==> src/rtl/rett_pkg.sv <==
package rett_pkg;

  // Decision taken for one return-from-trap strobe, in priority order.
  typedef enum logic [2:0] {
    PATH_NONE      = 3'd0,
    PATH_USER_HALT = 3'd1,
    PATH_USER_STEP = 3'd2,
    PATH_ILLEGAL   = 3'd3,
    PATH_NORMAL    = 3'd4,
    PATH_DEBUG     = 3'd5,
    PATH_MISMATCH  = 3'd6
  } rett_path_e;

  // Bits restored into the status register on a return path.
  typedef struct packed {
    logic we;
    logic et;
    logic sup;
    logic dbg_exit;
  } rett_stat_upd_t;

endpackage

==> src/rtl/rett_prio.sv <==
module rett_prio
  import rett_pkg::*;
(
  input  logic       valid_i,
  input  logic       sup_i,
  input  logic       trap_en_i,
  input  logic       dbg_state_i,
  input  logic       dbg_field_i,
  output rett_path_e path_o
);

  always_comb begin
    path_o = PATH_NONE;
    if (valid_i) begin
      if (!sup_i) begin
        path_o = trap_en_i ? PATH_USER_STEP : PATH_USER_HALT;
      end else if (trap_en_i) begin
        path_o = PATH_ILLEGAL;
      end else if (!dbg_state_i && !dbg_field_i) begin
        path_o = PATH_NORMAL;
      end else if (dbg_state_i && dbg_field_i) begin
        path_o = PATH_DEBUG;
      end else begin
        path_o = PATH_MISMATCH;
      end
    end
  end

endmodule

==> src/rtl/rett_pcsel.sv <==
module rett_pcsel
  import rett_pkg::*;
#(
  parameter int PC_W    = 32,
  parameter int ALIGN_W = 2
) (
  input  rett_path_e        path_i,
  input  logic [PC_W-1:0]   pc_i,
  input  logic [PC_W-1:0]   norm_pc_i,
  input  logic [PC_W-1:0]   dbg_pc_i,
  output logic [PC_W-1:0]   next_pc_o
);

  localparam logic [PC_W-1:0] STEP     = PC_W'(1) << ALIGN_W;
  localparam logic [PC_W-1:0] LOW_MASK = STEP - PC_W'(1);

  logic [PC_W-1:0] pc_al, norm_al, dbg_al, seq_pc;

  generate
    if (ALIGN_W == 0) begin : g_no_align
      assign pc_al   = pc_i;
      assign norm_al = norm_pc_i;
      assign dbg_al  = dbg_pc_i;
    end else begin : g_align
      assign pc_al   = pc_i      & ~LOW_MASK;
      assign norm_al = norm_pc_i & ~LOW_MASK;
      assign dbg_al  = dbg_pc_i  & ~LOW_MASK;
    end
  endgenerate

  assign seq_pc = pc_al + STEP;

  always_comb begin
    unique case (path_i)
      PATH_NORMAL: next_pc_o = norm_al;
      PATH_DEBUG:  next_pc_o = dbg_al;
      default:     next_pc_o = seq_pc;
    endcase
  end

endmodule

==> src/rtl/rett_outreg.sv <==
module rett_outreg
  import rett_pkg::*;
#(
  parameter int PC_W = 32
) (
  input  logic            clk,
  input  logic            rst,
  input  rett_path_e      path_i,
  input  logic [PC_W-1:0] next_pc_i,
  input  logic            prev_sup_i,
  input  logic            dbg_save_et_i,
  input  logic            dbg_save_sup_i,
  output logic [PC_W-1:0] next_pc_o,
  output logic            redirect_o,
  output logic            illegal_o,
  output logic            halt_o,
  output logic            stat_we_o,
  output logic            stat_et_o,
  output logic            stat_sup_o,
  output logic            dbg_exit_o
);

  rett_stat_upd_t upd;
  logic           take;

  assign take = (path_i != PATH_NONE);

  always_comb begin
    upd = '0;
    unique case (path_i)
      PATH_NORMAL: begin
        upd.we  = 1'b1;
        upd.et  = 1'b1;
        upd.sup = prev_sup_i;
      end
      PATH_DEBUG: begin
        upd.we       = 1'b1;
        upd.et       = dbg_save_et_i;
        upd.sup      = dbg_save_sup_i;
        upd.dbg_exit = 1'b1;
      end
      default: upd = '0;
    endcase
  end

  always_ff @(posedge clk) begin
    if (rst) begin
      next_pc_o  <= '0;
      redirect_o <= 1'b0;
      illegal_o  <= 1'b0;
      halt_o     <= 1'b0;
      stat_we_o  <= 1'b0;
      stat_et_o  <= 1'b0;
      stat_sup_o <= 1'b0;
      dbg_exit_o <= 1'b0;
    end else begin
      if (take) next_pc_o <= next_pc_i;
      halt_o     <= (path_i == PATH_USER_HALT);
      illegal_o  <= (path_i == PATH_ILLEGAL);
      redirect_o <= take && (path_i != PATH_USER_HALT) && (path_i != PATH_ILLEGAL);
      stat_we_o  <= upd.we;
      stat_et_o  <= upd.et;
      stat_sup_o <= upd.sup;
      dbg_exit_o <= upd.dbg_exit;
    end
  end

endmodule

==> src/rtl/rett_unit.sv <==
module rett_unit
  import rett_pkg::*;
#(
  parameter int PC_W    = 32,
  parameter int ALIGN_W = 2
) (
  input  logic            clk,
  input  logic            rst,
  input  logic            valid_i,
  input  logic [PC_W-1:0] pc_i,
  input  logic [PC_W-1:0] norm_save_pc_i,
  input  logic [PC_W-1:0] dbg_save_pc_i,
  input  logic            sup_i,
  input  logic            trap_en_i,
  input  logic            prev_sup_i,
  input  logic            dbg_save_et_i,
  input  logic            dbg_save_sup_i,
  input  logic            dbg_state_i,
  input  logic            dbg_field_i,
  output logic [PC_W-1:0] next_pc_o,
  output logic            redirect_o,
  output logic            illegal_o,
  output logic            halt_o,
  output logic            stat_we_o,
  output logic            stat_et_o,
  output logic            stat_sup_o,
  output logic            dbg_exit_o
);

  rett_path_e      path;
  logic [PC_W-1:0] cand_pc;

  rett_prio u_prio (
    .valid_i    (valid_i),
    .sup_i      (sup_i),
    .trap_en_i  (trap_en_i),
    .dbg_state_i(dbg_state_i),
    .dbg_field_i(dbg_field_i),
    .path_o     (path)
  );

  rett_pcsel #(.PC_W(PC_W), .ALIGN_W(ALIGN_W)) u_pcsel (
    .path_i   (path),
    .pc_i     (pc_i),
    .norm_pc_i(norm_save_pc_i),
    .dbg_pc_i (dbg_save_pc_i),
    .next_pc_o(cand_pc)
  );

  rett_outreg #(.PC_W(PC_W)) u_outreg (
    .clk           (clk),
    .rst           (rst),
    .path_i        (path),
    .next_pc_i     (cand_pc),
    .prev_sup_i    (prev_sup_i),
    .dbg_save_et_i (dbg_save_et_i),
    .dbg_save_sup_i(dbg_save_sup_i),
    .next_pc_o     (next_pc_o),
    .redirect_o    (redirect_o),
    .illegal_o     (illegal_o),
    .halt_o        (halt_o),
    .stat_we_o     (stat_we_o),
    .stat_et_o     (stat_et_o),
    .stat_sup_o    (stat_sup_o),
    .dbg_exit_o    (dbg_exit_o)
  );

endmodule

==> config.mk <==
export PLATFORM = sky130hd
export DESIGN_NAME = rett_unit
export DESIGN_NICKNAME = d
export VERILOG_FILES = /design/src/rtl/rett_pkg.sv /design/src/rtl/rett_prio.sv /design/src/rtl/rett_pcsel.sv /design/src/rtl/rett_outreg.sv /design/src/rtl/rett_unit.sv
export SDC_FILE = /design/constraint.sdc
export NUM_CORES = 1
export LEC_CHECK = 0
export ABC_AREA = 1
export BUFFER_PORTS_ARGS = -buffer_cell sky130_fd_sc_hd__buf_2
export CAP_MARGIN = 20
export CORE_MARGIN = 8
export CORE_UTILIZATION = 48
export CTS_CLUSTER_DIAMETER = 200
export DETAILED_ROUTE_END_ITERATION = 6
export PLACE_DENSITY = 0.81
export SLEW_MARGIN = 20
export SYNTH_ARGS = -nofsm -noshare
export SYNTH_HDL_FRONTEND = slang
export SYNTH_HIERARCHICAL = 1
export SYNTH_SLANG_ARGS = --single-unit
export TNS_END_PERCENT = 50
==> constraint.sdc <==
create_clock -name clk -period 2.7 [get_ports clk]
set_clock_uncertainty 0.1 [all_clocks]
set_input_delay 0.405 -clock clk [delete_from_list [all_inputs] [get_ports clk]]
set_output_delay 0.405 -clock clk [all_outputs]
set_load 0.05 [all_outputs]
== Word level (Yosys, flattened, before mapping) ==
Index checks and enable logic that the tools add are counted.
Storage, ports and cells
  register bits: 39
  output and inout bits: 39
  word-level logic and storage cells: 31
Operators by class
  add/sub/neg operators: 1
  eq/ne operators: 6
  multiplexer cells: 9
  reductions and logical operators: 7
Operator list (count)
  $pmux W32 S2: 1
  $add A32 B3 Y32 const B: 1
  $mux W3: 4
  $eq A3 B3 Y1 const B: 2
  $pmux W3 S2: 1
  $logic_and A1 B1 Y1: 4
  $mux W2: 2
  $eq A3 B1 Y1 const B: 1
  $eq A3 B2 Y1 const B: 1
  $ne A3 B1 Y1 const B: 1
  $ne A3 B2 Y1 const B: 1
  $reduce_bool A3 Y1: 1
  $logic_not A1 Y1: 2
  $mux W1: 1

== Logic depth before layout (Yosys ltp) ==
Gate-level depths: netlist of run 1.
  depth after elaboration: 9
  gate-level depth with buffers: 15

== Modules after synthesis ==
Netlist of run 1, hierarchy kept.
By module, submodules not included
  rett_outreg: instances 1, cells an instance 233, area each 1672.9 µm²
  rett_pcsel: instances 1, cells an instance 342, area each 1473.9 µm²
  rett_prio: instances 1, cells an instance 12, area each 55.1 µm²

== Worst setup path after synthesis of run 1 ==
OpenSTA, ideal clock, no wires.
  path type: input -> register
  start point: input port dbg_state_i
  end point: register u_outreg.next_pc_o[10]
  library setup time: 0.115 ns
  arrival time: 1.888 ns
  data required time: 2.485 ns
  path slack: 0.597 ns
  stages on the path: 13
  buffers on the path: 1
  cells stage by stage: ha_1 > nand2_1 > a21oi_1 > nor2_4 > inv_2 > or2_1 > inv_2 > buf_6 > nand2_1 > nand2_1 > o21bai_1 > a21oi_1 > nor2_1
Between the ends
  word-level cells in the longest chain between the ends: 8
Ends and longest elaborated chain
  start: declaration: line rett_unit.sv:18  | input logic dbg_state_i,
  $logic_and A1 B1 Y1 / $logic_not A1 Y1 (equally long branches): line rett_prio.sv:21, rett_prio.sv:19
  $mux W2 / $logic_and A1 B1 Y1 (equally long branches): line rett_prio.sv:21, rett_prio.sv:19
  $mux W3 *: line rett_prio.sv:19  | end else if (!dbg_state_i && !dbg_field_i) begin
  $mux W3 *: line rett_prio.sv:17  | end else if (trap_en_i) begin
  $mux W3 *: line rett_prio.sv:15  | if (!sup_i) begin
  $mux W3 *: line rett_prio.sv:14  | if (valid_i) begin
  via path[1]: line rett_unit.sv:30  | rett_path_e path;
  $eq A3 B3 Y1: line rett_pcsel.sv:34  | unique case (path_i)
  $pmux W32 S2 *: line rett_pcsel.sv:34
  via cand_pc[10]: line rett_unit.sv:31  | logic [PC_W-1:0] cand_pc;
  end signal: assignment: line rett_outreg.sv:57  | if (take) next_pc_o <= next_pc_i;
  end: declaration: line rett_outreg.sv:13  | output logic [PC_W-1:0] next_pc_o,
Mark *: on every way through the listed nets, which the timed path passes. The rest lies on a longest branch.
A chain may end at the register's enable or synchronous reset.

== Final worst setup path of run 1 ==
Ends and elaborated chain as after synthesis.

==> results of run 1 <==
==> final cells by class <==
cell class	count	area, µm²	area share (%)
multi-input cells	439	1910	47.9
repair buffers	148	778	19.5
well taps	77	96.3	2.41
flip-flops and latches	39	781	19.5
inverters	83	312	7.79
clock inverters	2	35.0	0.876
clock buffers	6	82.6	2.07
==> stage by stage <==
stage	hold WS, ps	area, µm²	util, %	instances
2_1_floorplan	377	3210	-	588
3_3_place_gp	421	3880	60.8	786
3_5_place_dp	430	3880	60.8	786
4_1_cts	195	4000	62.6	794
5_1_grt	199	4000	62.6	794
6_report	204	4000	62.6	794
==> power groups by stage <==
stage | combinational [mW] | sequential (mW) | clock (mW)
4_1_cts | 0.641 | 0.654 | 0.514
3_3_place_gp | 0.629 | 0.666 | 0
2_1_floorplan | 0.270 | 0.852 | 0
5_1_grt | 0.700 | 0.660 | 0.539
6_report | 0.639 | 0.654 | 0.505
3_5_place_dp | 0.638 | 0.668 | 0
==> per-layer routing <==
metal / share of wire [%] / wire, µm / track usage [%]
met5: 0 / 0 / 0
met4: 1.5 / 153 / 5.71
met3: 5.6 / 560 / 3.84
met1: 45 / 4570 / 26.7
met2: 47 / 4780 / 32.6
==> worst paths after layout <==
check / from / end / slack, ps / cells past startpoint
hold / removal: rst / u_outreg/illegal_o / 200 / 2
hold reg to reg: u_outreg/next_pc_o[6] / u_outreg/next_pc_o[6] / 440 / 4
setup reg to reg: u_outreg/next_pc_o[27] / u_outreg/next_pc_o[27] / 1880 / 4
setup / recovery: dbg_state_i / u_outreg/next_pc_o[10] / 730 / 14
==> cell usage in the layout, fill, tap and decap left out, types with 6 or more instances in the layout <==
cell type | netlist | layout
inv_1 | 79 | 79
nand3_1 | 58 | 58
clkbuf_8 | 0 | 6
buf_2 | 5 | 138
xor2_1 | 8 | 8
nand2_1 | 228 | 228
buf_4 | 2 | 9
nor2_1 | 77 | 77
a21oi_1 | 37 | 37
dfxtp_1 | 39 | 39
==> sequential cells by signal (all words and copies together), names as in the netlist <==
register	count
u_outreg/illegal_o	1
u_outreg/stat_sup_o	1
u_outreg/stat_et_o	1
u_outreg/next_pc_o	32
u_outreg/stat_we_o	1
u_outreg/redirect_o	1
u_outreg/dbg_exit_o	1
u_outreg/halt_o	1
==> kinds of logic (layout without fill, tap and decap cells) <==
logic type      count (synthesis)  after routing  synth area share (%)
compound gates                 47             47                  7.78
xor+xnor                        9              9                  2.46
fa+ha+maj                       2              2                 0.781
buf+inv                       110            239                  16.1
flops                          39             39                  24.4
other cells                     1              2                 0.117
simple gates                  379            379                  48.3
==> impl_metrics.csv, run 1 <==
group,metric,value,unit
run_status,status,"completed",
sta,fin_crit,1970,ps
clocking,clock-sinks,39,
clocking,numCtsBuffers,5,
synthesis,synth_most_common_cell,"nand2_1",
global_routing,grt_use_total,20.3,%
clocking,cts_tree,"yes",
synthesis,synth_area_leaders,"nand2_1, dfxtp_1, inv_1",
finish,drive_gt1_share,23.2,%
setup_path,critPathLaunchType,"primary input",
clocking,postCtsSetupBuffers,0,
global_routing,antenna_found_initial,0,
power,powerDensity,450,nW/µm²
route,drt-pass1-iter-count,5,
finish,area_growth,24.9,%
setup_path,crit_path_end_kind,"flip-flop",
route,drt_iter0_drc,213,
setup_path,cp_slowest_cell,"ha_1",
synthesis,synthTopCellsByCount,"nand2_1, inv_1, nor2_1",
sta,setup_ws,729,ps
sta,setup_violations,0,
placement,hpwl,8080,µm
synthesis,yosys_warnings,6,
setup_path,worst_ep_required_time,2830,ps
sta,max_freq,507,MHz
sta,slew_headroom,32.6,%
clocking,clockBufferDepth,2,
synthesis,yosys.area.top_type,"nand2_1",
finish,diodes,0,
setup_path,cp.arrival,2100,ps
clocking,cts-root-buf,"clkbuf_8",
min_path,hold_class,"primary input to flip-flop",
finish,nFillCells,681,
die,die_w,97.7,µm
synthesis,ys_types,29,
die,io-pin-count,145,
global_routing,overflow,0,
power,finalPower,1.80,mW
route,route.detailed.drc,0,
synthesis,ys.flop_type,"dfxtp_1",
placement,dp_worst_setup_slack,439,ps
route,drt-total-wl,10100,µm
setup_path,path_buf_inv,4,
power,power.internal,1.12,mW
route,via_per_inst,4.85,
synthesis,syn_inst,587,
setup_path,slowest_delay,280,ps
run,cap_violations,0,
route,num_vias,3851,
clocking,ctsHoldBuffers,0,
route,drt.antenna.violating_nets,0,
die,coreArea,6390,µm²
sta,tightest_slew,1010,ps
die,die_area,9540,µm²
synthesis,ys_seq_area_share,24.4,%
setup_path,cp_max_fo,16,
clocking,insertion_delay,290,ps
synthesis,synthArstFlopShare,0,%
die,rows,29,
clocking,cts_resized,0,
synthesis,ys_seq_elements,39,
power,p_switching,0.674,mW
synthesis,synth_edf_count,0,
synthesis,netlist.area_leader.share,26.7,%
sta,rsz0062_at_grt,"no",
power,pwr-share-seq,36.4,%
synthesis,syn-cell-area,3200,µm²
setup_path,cp_common_cell,"nand2_1",
clocking,clk_pin_slew,80,ps
global_routing,grt_max_degree,68,
global_routing,grt_pass1_vias,3490,
sta,maxSlewViolCount,0,
placement,portBuffers,138,
global_routing,grt_pass1_wl,16500,µm
power,vdd_ir_drop_max,0.447,mV
power,clkPwrFrac,28.1,%
sta,tns,0,ps
synthesis,synth_area_per_cell,5.45,µm²
sta,hold_violations,0,
die,initial_core_util,50.1,%
setup_path,path_cells,"buf_2 -> ha_1 -> nand2_1 -> a21oi_1 -> nor2_4 -> inv_2 -> or2_1 -> inv_2 -> buf_4 -> nand2_1 -> nand2_1 -> o21bai_1 -> a21oi_1 -> nor2_1",
power,p_comb_share,35.5,%
setup_path,crit_type,"primary input to flip-flop",
clocking,cts-htree-levels,2,
sta,post-route-period-util,73.0,%
placement,gp_congestion,0.932,
power,power_leakage,2.31,nW
setup_path,cp_top_family,"simple AND/OR/NAND/NOR gates",
power,p_sw_share,37.5,%
route,wl_per_cell,12.7,µm
finish,nets,824,
die,chipHeight,97.7,µm
Power figures use the tool's default switching activity.
==> inputs of run 2 (changes only) <==
--- a/config.mk
+++ b/config.mk
@@ -5,11 +5,11 @@
 export SDC_FILE = /design/constraint.sdc
 export NUM_CORES = 1
 export LEC_CHECK = 0
-export ABC_AREA = 1
+export ABC_AREA = 0
 export BUFFER_PORTS_ARGS = -buffer_cell sky130_fd_sc_hd__buf_2
 export CAP_MARGIN = 20
 export CORE_MARGIN = 8
-export CORE_UTILIZATION = 48
+export CORE_UTILIZATION = 47
 export CTS_CLUSTER_DIAMETER = 200
 export DETAILED_ROUTE_END_ITERATION = 6
 export PLACE_DENSITY = 0.81
==> constraint.sdc (replaced) <==
create_clock -name clk -period 1.9 [get_ports clk]
set_clock_uncertainty 0.1 [all_clocks]
set_input_delay 0.285 -clock clk [delete_from_list [all_inputs] [get_ports clk]]
set_output_delay 0.285 -clock clk [all_outputs]
set_load 0.05 [all_outputs]
==> impl_metrics.csv, run 2 <==
group,metric,value,unit
synthesis,ys_seq_area_share,25.8,%
global_routing,grt_max_degree,70,
power,power.internal,1.79,mW
die,die_area,9270,µm²
die,chipHeight,96.3,µm
clocking,ctsHoldBuffers,0,
finish,ff_latch_area,781,µm²
setup_path,cp_max_fo,7,
route,via_per_inst,5.98,
route,route.detailed.drc,0,
synthesis,netlist.area_leader.share,25.8,%
power,p_switching,0.913,mW
finish,area_growth,49.9,%
route,wl_per_cell,17.6,µm
global_routing,overflow,0,
sta,slew_headroom,58.7,%
synthesis,syn_inst,383,
run,cap_violations,0,
power,power_leakage,1.94,nW
power,p_comb_share,36.1,%
setup_path,crit_path_end_kind,"flip-flop",
route,drt_iter0_drc,231,
sta,fin_crit,1870,ps
synthesis,synth_most_common_cell,"a21oi_1",
placement,placed_area,4280,µm²
finish,nets,670,
power,clkPwrFrac,30.3,%
clocking,cts-htree-levels,2,
sta,whs,135,ps
placement,portBuffers,138,
sta,tightest_slew,620,ps
route,drt-pass1-iter-count,5,
setup_path,crit_type,"primary input to flip-flop",
die,io-pin-count,145,
finish,largest_reg_flops,32,
global_routing,grt_use_total,22.9,%
setup_path,cp_slowest_cell,"or4b_4",
power,p_sw_share,33.7,%
setup_path,cp.arrival,2000,ps
synthesis,ys.flop_type,"dfxtp_1",
setup_path,cp_top_family,"simple AND/OR/NAND/NOR gates",
finish,fin_util,72.3,%
route,drt.antenna.violating_nets,0,
global_routing,antenna_found_initial,0,
finish,drive_gt1_share,41.7,%
sta,post-route-period-util,98.6,%
route,drt-total-wl,11200,µm
finish,final_common_cell,"buf_2",
synthesis,synthArstFlopShare,0,%
finish,diodes,0,
synthesis,ys_types,37,
die,die_w,96.3,µm
placement,dp.cells,628,
route,num_vias,3826,
synthesis,synth_edf_count,0,
sta,max_freq,534,MHz
synthesis,synthTopCellsByCount,"a21oi_1, dfxtp_1, o31ai_1",
sta,hold_violations,0,
placement,gp_congestion,0.983,
synthesis,yosys_warnings,6,
finish,stdcell_area,4540,µm²
clocking,clk_pin_slew,80,ps
power,powerDensity,596,nW/µm²
setup_path,path_buf_inv,1,
sta,maxSlewViolCount,0,
clocking,cts-root-buf,"clkbuf_8",
die,initial_core_util,48.2,%
clocking,numCtsBuffers,5,
placement,hpwl,8320,µm
finish,layoutNonFillerInstCount,640,
setup_path,slowest_delay,550,ps
synthesis,ys_seq_elements,39,
power,vdd_ir_drop_max,0.592,mV
power,finalPower,2.71,mW
synthesis,synth_area_leaders,"dfxtp_1, or4b_1, o31ai_1",
clocking,clockBufferDepth,2,
global_routing,grt_pass1_vias,3787,
synthesis,syn-cell-area,3030,µm²
setup_path,worst_ep_required_time,2020,ps
setup_path,critPathLaunchType,"primary input",
die,coreArea,6280,µm²
finish,nFillCells,518,
global_routing,grt_pass1_wl,17100,µm
min_path,hold_class,"primary input to flip-flop",
clocking,insertion_delay,280,ps
synthesis,synth_area_per_cell,7.91,µm²
setup_path,path_cells,"buf_4 -> ha_4 -> nand4_4 -> or4b_4 -> or4_1 -> a31oi_1 -> o31ai_1 -> a21oi_1",
run_status,status,"completed",
finish,layout_common_cells,"buf_2, buf_4, a21oi_1",
synthesis,yosys.area.top_type,"dfxtp_1",
clocking,cts_tree,"yes",
sta,setup_violations,0,
sta,rsz0062_at_grt,"yes",
power,pwr-share-seq,33.6,%
finish,largest_register,"u_outreg/next_pc_o",
clocking,clock-sinks,39,
die,rows,29,
finish,multiInputGateArea,2110,µm²
-- run 2: routing by layer --
layer,track usage (%),part of all wire (%),vias up
li1,-,-,1854
met1,25.7,39,1760
met2,42.0,50,185
met3,4.68,8.5,27
met4,7.17,2.2,0
met5,0,0,-
-- run 2: area by class of cell --
cell class / count / area share, %
multi-input cells: 295 / 46.5
repair buffers: 214 / 30.7
flip-flops and latches: 39 / 17.2
well taps: 77 / 2.12
clock buffers: 6 / 1.60
clock inverters: 2 / 1.32
inverters: 7 / 0.579
-- run 2: metrics by stage --
step / worst slack [ps] / TNS, ps
floorplan: -151 / -889
global placement: -362 / -6870
detailed placement: -417 / -8530
CTS: -33.4 / -50.5
global route: -52.5 / -149
finish: 26.9 / 0
-- run 2: logic make-up after synthesis --
group,after synthesis,share of synthesized area [%]
AO/OA/AOI/OAI,139,29.4
AND/OR/NAND/NOR,134,31.3
buffers and inverters,50,7.23
flip-flops,39,25.8
XOR/XNOR,15,4.34
multiplexers,3,0.992
adder cells (fa/ha/maj),2,0.826
other,1,0.124
-- run 2: tightest hold or removal path, stage by stage --
cell and delay [ps]:
buf_2 90, inv_1 40, a21oi_1 50
-- run 2: what timing repair did --
action                                  CTS  global route
cloned                                    0             1
setup buffers                             2             1
endpoints found under the setup margin    5            16
pin swaps                                 9            13
resized for setup                         6            12
-- run 2: power by group through the flow --
stage / Clock, mW / Sequential, mW / Combinational (mW)
3_3_place_gp: 0 / 0.926 / 0.921
2_1_floorplan: 0 / 1.14 / 0.343
5_1_grt: 0.870 / 0.915 / 1.05
4_1_cts: 0.827 / 0.910 / 0.951
3_5_place_dp: 0 / 0.927 / 0.944
6_report: 0.819 / 0.910 / 0.977
-- run 2: worst paths after layout --
kind	cells past startpoint	endpoint	slack (ps)	from
worst min-delay path	3	u_outreg/stat_et_o	130	dbg_save_et_i
worst max-delay path	8	u_outreg/next_pc_o[28]	30	pc_i[2]
worst max register to register	2	u_outreg/next_pc_o[0]	770	u_outreg/next_pc_o[0]
worst min register to register	2	u_outreg/next_pc_o[1]	450	u_outreg/next_pc_o[1]
